--- config.mk ---
export PLATFORM = sky130hd
export DESIGN_NAME = pwr_seq_ctrl
export DESIGN_NICKNAME = d
export VERILOG_FILES = /design/src/rtl/pwrseq_pkg.sv /design/src/rtl/wake_sync.sv /design/src/rtl/stab_counter.sv /design/src/rtl/pwr_fsm.sv /design/src/rtl/pwr_seq_ctrl.sv
export SDC_FILE = /design/constraint.sdc
export NUM_CORES = 1
export LEC_CHECK = 0
export BUFFER_PORTS_ARGS = -buffer_cell sky130_fd_sc_hd__buf_2
export CAP_MARGIN = 10
export CORE_UTILIZATION = 53
export DETAILED_ROUTE_END_ITERATION = 8
export PLACE_DENSITY = 0.79
export RECOVER_POWER = 25
export SYNTH_ARGS = -nofsm -noshare
export SYNTH_HDL_FRONTEND = slang
export SYNTH_SLANG_ARGS = --single-unit
--- constraint.sdc ---
create_clock -name clk -period 2.4 [get_ports clk]
set_clock_uncertainty 0.15 [all_clocks]
set_input_delay 0.12 -clock clk [delete_from_list [all_inputs] [get_ports clk]]
set_output_delay 0.12 -clock clk [all_outputs]
set_load 0.01 [all_outputs]
--- src/rtl/pwrseq_pkg.sv ---
package pwrseq_pkg;
  typedef enum logic [1:0] {
    ST_RUN  = 2'd0,
    ST_WAIT = 2'd1,
    ST_STOP = 2'd2,
    ST_STAB = 2'd3
  } pwr_state_e;

  typedef enum logic [1:0] {
    CAUSE_RESUME = 2'b00,
    CAUSE_IRQ    = 2'b01,
    CAUSE_DEBUG  = 2'b10,
    CAUSE_RESET  = 2'b11
  } exit_cause_e;
endpackage

--- src/rtl/wake_sync.sv ---
module wake_sync #(
  parameter int N_PINS = 3,
  parameter int STAGES = 2
) (
  input  logic              clk,
  input  logic              rst,
  input  logic [N_PINS-1:0] pin_n,
  output logic [N_PINS-1:0] asserted
);
  logic [N_PINS-1:0] stage_q [STAGES];

  generate
    for (genvar s = 0; s < STAGES; s++) begin : g_stage
      if (s == 0) begin : g_first
        always_ff @(posedge clk) begin
          if (rst) stage_q[0] <= '0;
          else     stage_q[0] <= ~pin_n;
        end
      end else begin : g_next
        always_ff @(posedge clk) begin
          if (rst) stage_q[s] <= '0;
          else     stage_q[s] <= stage_q[s-1];
        end
      end
    end
  endgenerate

  assign asserted = stage_q[STAGES-1];
endmodule

--- src/rtl/stab_counter.sv ---
module stab_counter #(
  parameter int W       = 8,
  parameter int DEFAULT = 64
) (
  input  logic         clk,
  input  logic         rst,
  input  logic         cfg_load,
  input  logic [W-1:0] cfg_val,
  input  logic         start,
  output logic         done
);
  localparam logic [W-1:0] DEF_VAL = W'(DEFAULT);

  logic [W-1:0] cfg_q;
  logic [W-1:0] cnt_q;

  always_ff @(posedge clk) begin
    if (rst)           cfg_q <= DEF_VAL;
    else if (cfg_load) cfg_q <= cfg_val;
  end

  always_ff @(posedge clk) begin
    if (rst)              cnt_q <= '0;
    else if (start)       cnt_q <= cfg_q;
    else if (cnt_q != '0) cnt_q <= cnt_q - 1'b1;
  end

  assign done = (cnt_q == '0);

  // the count holds at zero and never wraps
  a_r6_no_underflow: assert property (@(posedge clk) disable iff (rst)
    ($past(cnt_q) == '0 && !$past(start)) |-> cnt_q == '0);

  // a captured value survives until the next capture
  a_r10_cfg_holds: assert property (@(posedge clk) disable iff (rst)
    !$past(cfg_load) |-> $stable(cfg_q));
endmodule

--- src/rtl/pwr_fsm.sv ---
module pwr_fsm
  import pwrseq_pkg::*;
(
  input  logic       clk,
  input  logic       rst,
  input  logic       wait_req,
  input  logic       stop_req,
  input  logic       irq_unmasked,
  input  logic       irq_pending,
  input  logic       wake_rst,
  input  logic       wake_dbg,
  input  logic       wake_irq,
  input  logic       stab_done,
  output logic       stab_start,
  output logic       core_en,
  output logic       peri_en,
  output logic       osc_en,
  output logic       exit_valid,
  output logic [1:0] exit_cause
);
  pwr_state_e  state_q, state_n;
  exit_cause_e hold_q, hold_n, cause_n;
  logic        fire;

  always_comb begin
    state_n    = state_q;
    hold_n     = hold_q;
    cause_n    = CAUSE_RESUME;
    fire       = 1'b0;
    stab_start = 1'b0;
    unique case (state_q)
      ST_RUN: begin
        if (stop_req)      state_n = ST_STOP;
        else if (wait_req) state_n = ST_WAIT;
      end
      ST_WAIT: begin
        if (wake_rst) begin
          fire = 1'b1; cause_n = CAUSE_RESET;
        end else if (wake_dbg) begin
          fire = 1'b1; cause_n = CAUSE_DEBUG;
        end else if (irq_unmasked) begin
          fire = 1'b1; cause_n = CAUSE_IRQ;
        end
        if (fire) state_n = ST_RUN;
      end
      ST_STOP: begin
        if (wake_rst)      hold_n = CAUSE_RESET;
        else if (wake_dbg) hold_n = CAUSE_DEBUG;
        else if (wake_irq) hold_n = CAUSE_IRQ;
        if (wake_rst || wake_dbg || wake_irq) begin
          state_n    = ST_STAB;
          stab_start = 1'b1;
        end
      end
      ST_STAB: begin
        if (stab_done) begin
          state_n = ST_RUN;
          fire    = 1'b1;
          cause_n = (hold_q == CAUSE_IRQ && !irq_pending) ? CAUSE_RESUME : hold_q;
        end
      end
      default: state_n = ST_RUN;
    endcase
  end

  always_ff @(posedge clk) begin
    if (rst) begin
      state_q    <= ST_RUN;
      hold_q     <= CAUSE_RESUME;
      core_en    <= 1'b1;
      peri_en    <= 1'b1;
      osc_en     <= 1'b1;
      exit_valid <= 1'b0;
      exit_cause <= 2'b00;
    end else begin
      state_q    <= state_n;
      hold_q     <= hold_n;
      core_en    <= (state_n == ST_RUN);
      peri_en    <= (state_n == ST_RUN) || (state_n == ST_WAIT);
      osc_en     <= (state_n != ST_STOP);
      exit_valid <= fire;
      exit_cause <= fire ? cause_n : 2'b00;
    end
  end

  a_r4_osc_off_gates_all: assert property (@(posedge clk) disable iff (rst)
    !osc_en |-> (!core_en && !peri_en));

  a_r2_core_needs_peri: assert property (@(posedge clk) disable iff (rst)
    core_en |-> (peri_en && osc_en));

  a_r9_single_strobe: assert property (@(posedge clk) disable iff (rst)
    exit_valid |=> !exit_valid);

  a_r9_strobe_with_clocks: assert property (@(posedge clk) disable iff (rst)
    exit_valid |-> (core_en && peri_en));

  a_r6_osc_before_clocks: assert property (@(posedge clk) disable iff (rst)
    $rose(peri_en) |-> $past(osc_en));

  a_r8_resume_only_without_pending: assert property (@(posedge clk) disable iff (rst)
    (exit_valid && exit_cause == 2'b00) |-> !$past(irq_pending));

  a_r11_no_request_while_asleep: assert property (@(posedge clk) disable iff (rst)
    (state_q == ST_STOP && !wake_rst && !wake_dbg && !wake_irq) |=> !osc_en);
endmodule

--- src/rtl/pwr_seq_ctrl.sv ---
module pwr_seq_ctrl #(
  parameter int STAB_W       = 8,
  parameter int STAB_DEFAULT = 64,
  parameter int SYNC_STAGES  = 2
) (
  input  logic              clk,
  input  logic              rst,
  input  logic              wait_req,
  input  logic              stop_req,
  input  logic              irq_unmasked,
  input  logic              irq_pending,
  input  logic              irq_pin_n,
  input  logic              rst_pin_n,
  input  logic              dbg_pin_n,
  input  logic              stab_load,
  input  logic [STAB_W-1:0] stab_value,
  output logic              core_clk_en,
  output logic              peri_clk_en,
  output logic              osc_en,
  output logic              exit_valid,
  output logic [1:0]        exit_cause
);
  localparam int N_WAKE  = 3;
  localparam int IDX_IRQ = 0;
  localparam int IDX_RST = 1;
  localparam int IDX_DBG = 2;

  logic [N_WAKE-1:0] pins_n;
  logic [N_WAKE-1:0] wake_s;
  logic              stab_start;
  logic              stab_done;

  always_comb begin
    pins_n          = '1;
    pins_n[IDX_IRQ] = irq_pin_n;
    pins_n[IDX_RST] = rst_pin_n;
    pins_n[IDX_DBG] = dbg_pin_n;
  end

  wake_sync #(.N_PINS(N_WAKE), .STAGES(SYNC_STAGES)) u_sync (
    .clk      (clk),
    .rst      (rst),
    .pin_n    (pins_n),
    .asserted (wake_s)
  );

  stab_counter #(.W(STAB_W), .DEFAULT(STAB_DEFAULT)) u_stab (
    .clk      (clk),
    .rst      (rst),
    .cfg_load (stab_load),
    .cfg_val  (stab_value),
    .start    (stab_start),
    .done     (stab_done)
  );

  pwr_fsm u_fsm (
    .clk          (clk),
    .rst          (rst),
    .wait_req     (wait_req),
    .stop_req     (stop_req),
    .irq_unmasked (irq_unmasked),
    .irq_pending  (irq_pending),
    .wake_rst     (wake_s[IDX_RST]),
    .wake_dbg     (wake_s[IDX_DBG]),
    .wake_irq     (wake_s[IDX_IRQ]),
    .stab_done    (stab_done),
    .stab_start   (stab_start),
    .core_en      (core_clk_en),
    .peri_en      (peri_clk_en),
    .osc_en       (osc_en),
    .exit_valid   (exit_valid),
    .exit_cause   (exit_cause)
  );
endmodule

==> run_results.csv <==
group,metric,value,unit
synth,yosysTopAreaCellShare,0.500,
sta,slew_violations,0,
clock_network,root_buffer,"clkbuf_4",
clock_network,cts_buffers,5,
routing,antenna_left,0,
worst_setup_path,crit_path_end_kind,"flop",
synth,synth_area_leaders,"dfxtp_1, nor2_1, mux2i_1",
sta,fmax,465,MHz
sta,fin_crit_sh,0.897,
sta,hold_viol,0,
floorplanning,die_area,0.00262,mm2
clock_network,cts_tree,"yes",
power_and_ir_drop,p_leak,0.715,nW
place,dp.cells,186,
worst_setup_path,endpoint,"u_fsm.exit_cause[0]",
grt,grt_max_degree,28,
synth,avgSynthCellArea,9.03,um2
floorplanning,die_h,51.2,um
layout,fin_nets,199,
routing,top_layer,"met4",
routing,via_per_inst,5.42,
synth,synthesis.area,0.00128,mm2
power_and_ir_drop,power,1.68,mW
sta,timing.setup.tns,0,ps
sta,relSlewSlack,0.367,
power_and_ir_drop,vdd_drop_max,0.680,mV
routing,dr_wl_met2,1360,um
clock_network,cts_sinks,32,
routing,dr.pass1.iters,4,
sta,rsz0062_at_grt,"false",
clock_network,post_cts_buffers,0,
floorplanning,dieWidth,51.2,um
layout,diodes,0,
power_and_ir_drop,p_per_area,1020,mW/mm2
synth,synthCells,142,
synth,syn-num-nets,161,
clock_network,h-tree-depth,2,
clock_network,clk_latency,340,ps
floorplanning,placementRows,17,
sta,finalSetupViolations,0,
routing,num_vias,1133,
routing,wl_per_cell,13.3,um
worst_setup_path,critPathBufInv,0,
clock_network,ctsLongestPathBuffers,2,
synth,synth_cell_type_count,35,
worst_setup_path,critPathSlowestCell,"or4_1",
worst_setup_path,r2r_setup_slack,250,ps
place,numPortBuffers,23,
worst_hold_path,hold_path_class,"input pin to flop",
floorplanning,coreArea,0.00225,mm2
worst_setup_path,critical_path.startpoint_type,"flop",
synth,seq_area_frac_synth,0.500,
worst_setup_path,critPathKind,"flop to flop",
grt,grt_pass1_vias,1142,
worst_setup_path,cp-startpoint,"u_stab.cnt_q[3]",
clock_network,post_cts_resized,0,
worst_setup_path,required,2530,ps
worst_setup_path,timing.rr.start,"u_stab.cnt_q[3]",
floorplanning,initial_core_util,0.569,
worst_setup_path,path_max_fanout,9,
grt,grt_pass1_wl,4860,um
worst_setup_path,cpPeakStageDelay,690,ps
layout,syn_to_final_growth,28.7,%
routing,routed_wl,2780,um
layout,fillers,174,
routing,met1Wirelength,1220,um
worst_setup_path,cp.depth,4,
worst_setup_path,cp.arrival,2280,ps
grt,track_usage,0.255,
place,dpl.hpwl,1700,um
grt,gr-total-overflow,0,
routing,drtIter0Drc,16,
routing,wl_met3,170,um
clock_network,cts_hold_buf,15,
layout,layoutNonFillerInstCount,209,
synth,ys_ff_latch,32,
clock_network,path_clk_slew,100,ps
flow_run,max_cap_viol_count,0,
worst_setup_path,crit_path_cell_trace,"or4_1 -> or2_4 -> a2111o_1 -> a21oi_2",
sta,max_slew.worst_pin.slew,943,ps
place,gp_congestion,0.843,
worst_setup_path,r2r_cells,4,
layout,layout-drive-gt1-share,0.193,
floorplanning,ios,24,
grt,antenna_found_initial,0,
run_status,status,"completed",
synth,synth_largest_area_cell,"dfxtp_1",
routing,drcViolationCount,0,
sta,period_minus_slack,2150,ps
synth,synth_warnings,0,
worst_setup_path,reg2reg_to,"u_fsm.exit_cause[0]",
worst_setup_path,critPathTopFamily,"simple AND/OR/NAND/NOR gates",
==> placed cells by master, fill, tap and decap left out, types with 3 or more instances in the layout <==
cell type      instances
o211ai_1               3
clkbuf_4               5
nand2b_1               3
buf_2                 23
a311oi_1               3
mux2i_1                7
nand2_1                8
dlygate4sd3_1         15
a21oi_1                6
nand3_1                5
nor2b_1                6
inv_1                  9
o21ai_0                7
o32ai_1                3
nor2_1                19
dfxtp_1               32
==> cell usage after synthesis <==
cell	n
or4_1	2
nor3_1	1
xor2_1	2
o32ai_1	3
o21ai_0	7
and2_1	1
a311oi_1	3
nand2_1	8
inv_1	9
buf_2	1
or3b_2	1
o21ai_1	1
a21o_1	1
a2111o_1	1
or3_1	1
xnor2_1	2
mux2i_1	7
a21oi_2	1
o21a_1	1
dfxtp_1	32
a211oi_1	1
or2_2	1
a21oi_1	6
a31oi_1	1
nor2b_1	6
nand3_1	5
nand2b_1	3
ha_1	1
nor4_1	2
o211ai_1	3
a41oi_1	1
clkbuf_1	6
o2111ai_1	1
or2_4	1
nor2_1	19
==> cell families (layout without fill, tap and decap cells) <==
group,Yosys count,in the layout,synth area share
AO/OA/AOI/OAI,31,31,0.165
flip-flops,32,32,0.500
multiplexers,7,7,0.0546
AND/OR/NAND/NOR,51,51,0.196
buffers and inverters,16,55,0.0478
adder cells (fa/ha/maj),1,1,0.00975
XOR/XNOR,4,4,0.0273
==> per-layer routing <==
metal,vias to the layer above,track usage
li1,569,-
met1,518,0.295
met2,41,0.443
met3,5,0.0536
met4,0,0.120
met5,-,0
==> how the worst min path moves through the flow <==
stage,slack [ps],to,from,cells after the start
finish,10,u_stab.cfg_q[6],stab_load,3
global route,30,u_stab.cfg_q[6],stab_load,3
CTS,2,u_stab.cfg_q[6],stab_load,3
detailed placement,130,u_sync.stage_q[0][2],dbg_pin_n,2
global placement,120,u_sync.stage_q[0][2],dbg_pin_n,2
floorplan,40,u_sync.stage_q[0][2],dbg_pin_n,1
==> sequential cells by signal, summed over array words and instances (netlist names) <==
signal            flops
u_fsm.exit_cause      2
u_fsm.peri_en         1
u_fsm.state_q         2
u_fsm.core_en         1
u_stab.cnt_q          8
u_fsm.exit_valid      1
u_stab.cfg_q          8
u_fsm.osc_en          1
u_fsm.hold_q          2
u_sync.stage_q        6
==> report_power, final <==
group	internal [mW]	switching, mW
Sequential	0.614	0.0682
Clock	0.276	0.183
Combinational	0.246	0.288
==> worst register-to-register path, cell delays in order (launching register included) <==
cell      delay [ps]
dfxtp_1          360
or4_1            690
or2_4            330
a2111o_1         460
a21oi_2          120
==> through the flow <==
step / utilization / setup slack (ps) / hold slack, ps / cell area (um2)
after floorplan: - / 384 / 36.7 / 1280
after global placement: 0.623 / 340 / 120 / 1410
after detailed placement: 0.623 / 282 / 131 / 1410
after CTS: 0.732 / 265 / 2.23 / 1650
after global routing: 0.732 / 114 / 34.8 / 1650
final: 0.732 / 247 / 13.0 / 1650
==> area by class of cell <==
class,instances,area (um2),area share
clock buffer,7,65.1,0.0394
timing repair buffer,38,265,0.161
sequential,32,641,0.388
tap,28,35.0,0.0212
clock inverter,1,30.0,0.0182
inverter,9,33.8,0.0205
multi-input combinational,94,581,0.352
Note: power is estimated with default switching activity, not from simulation.
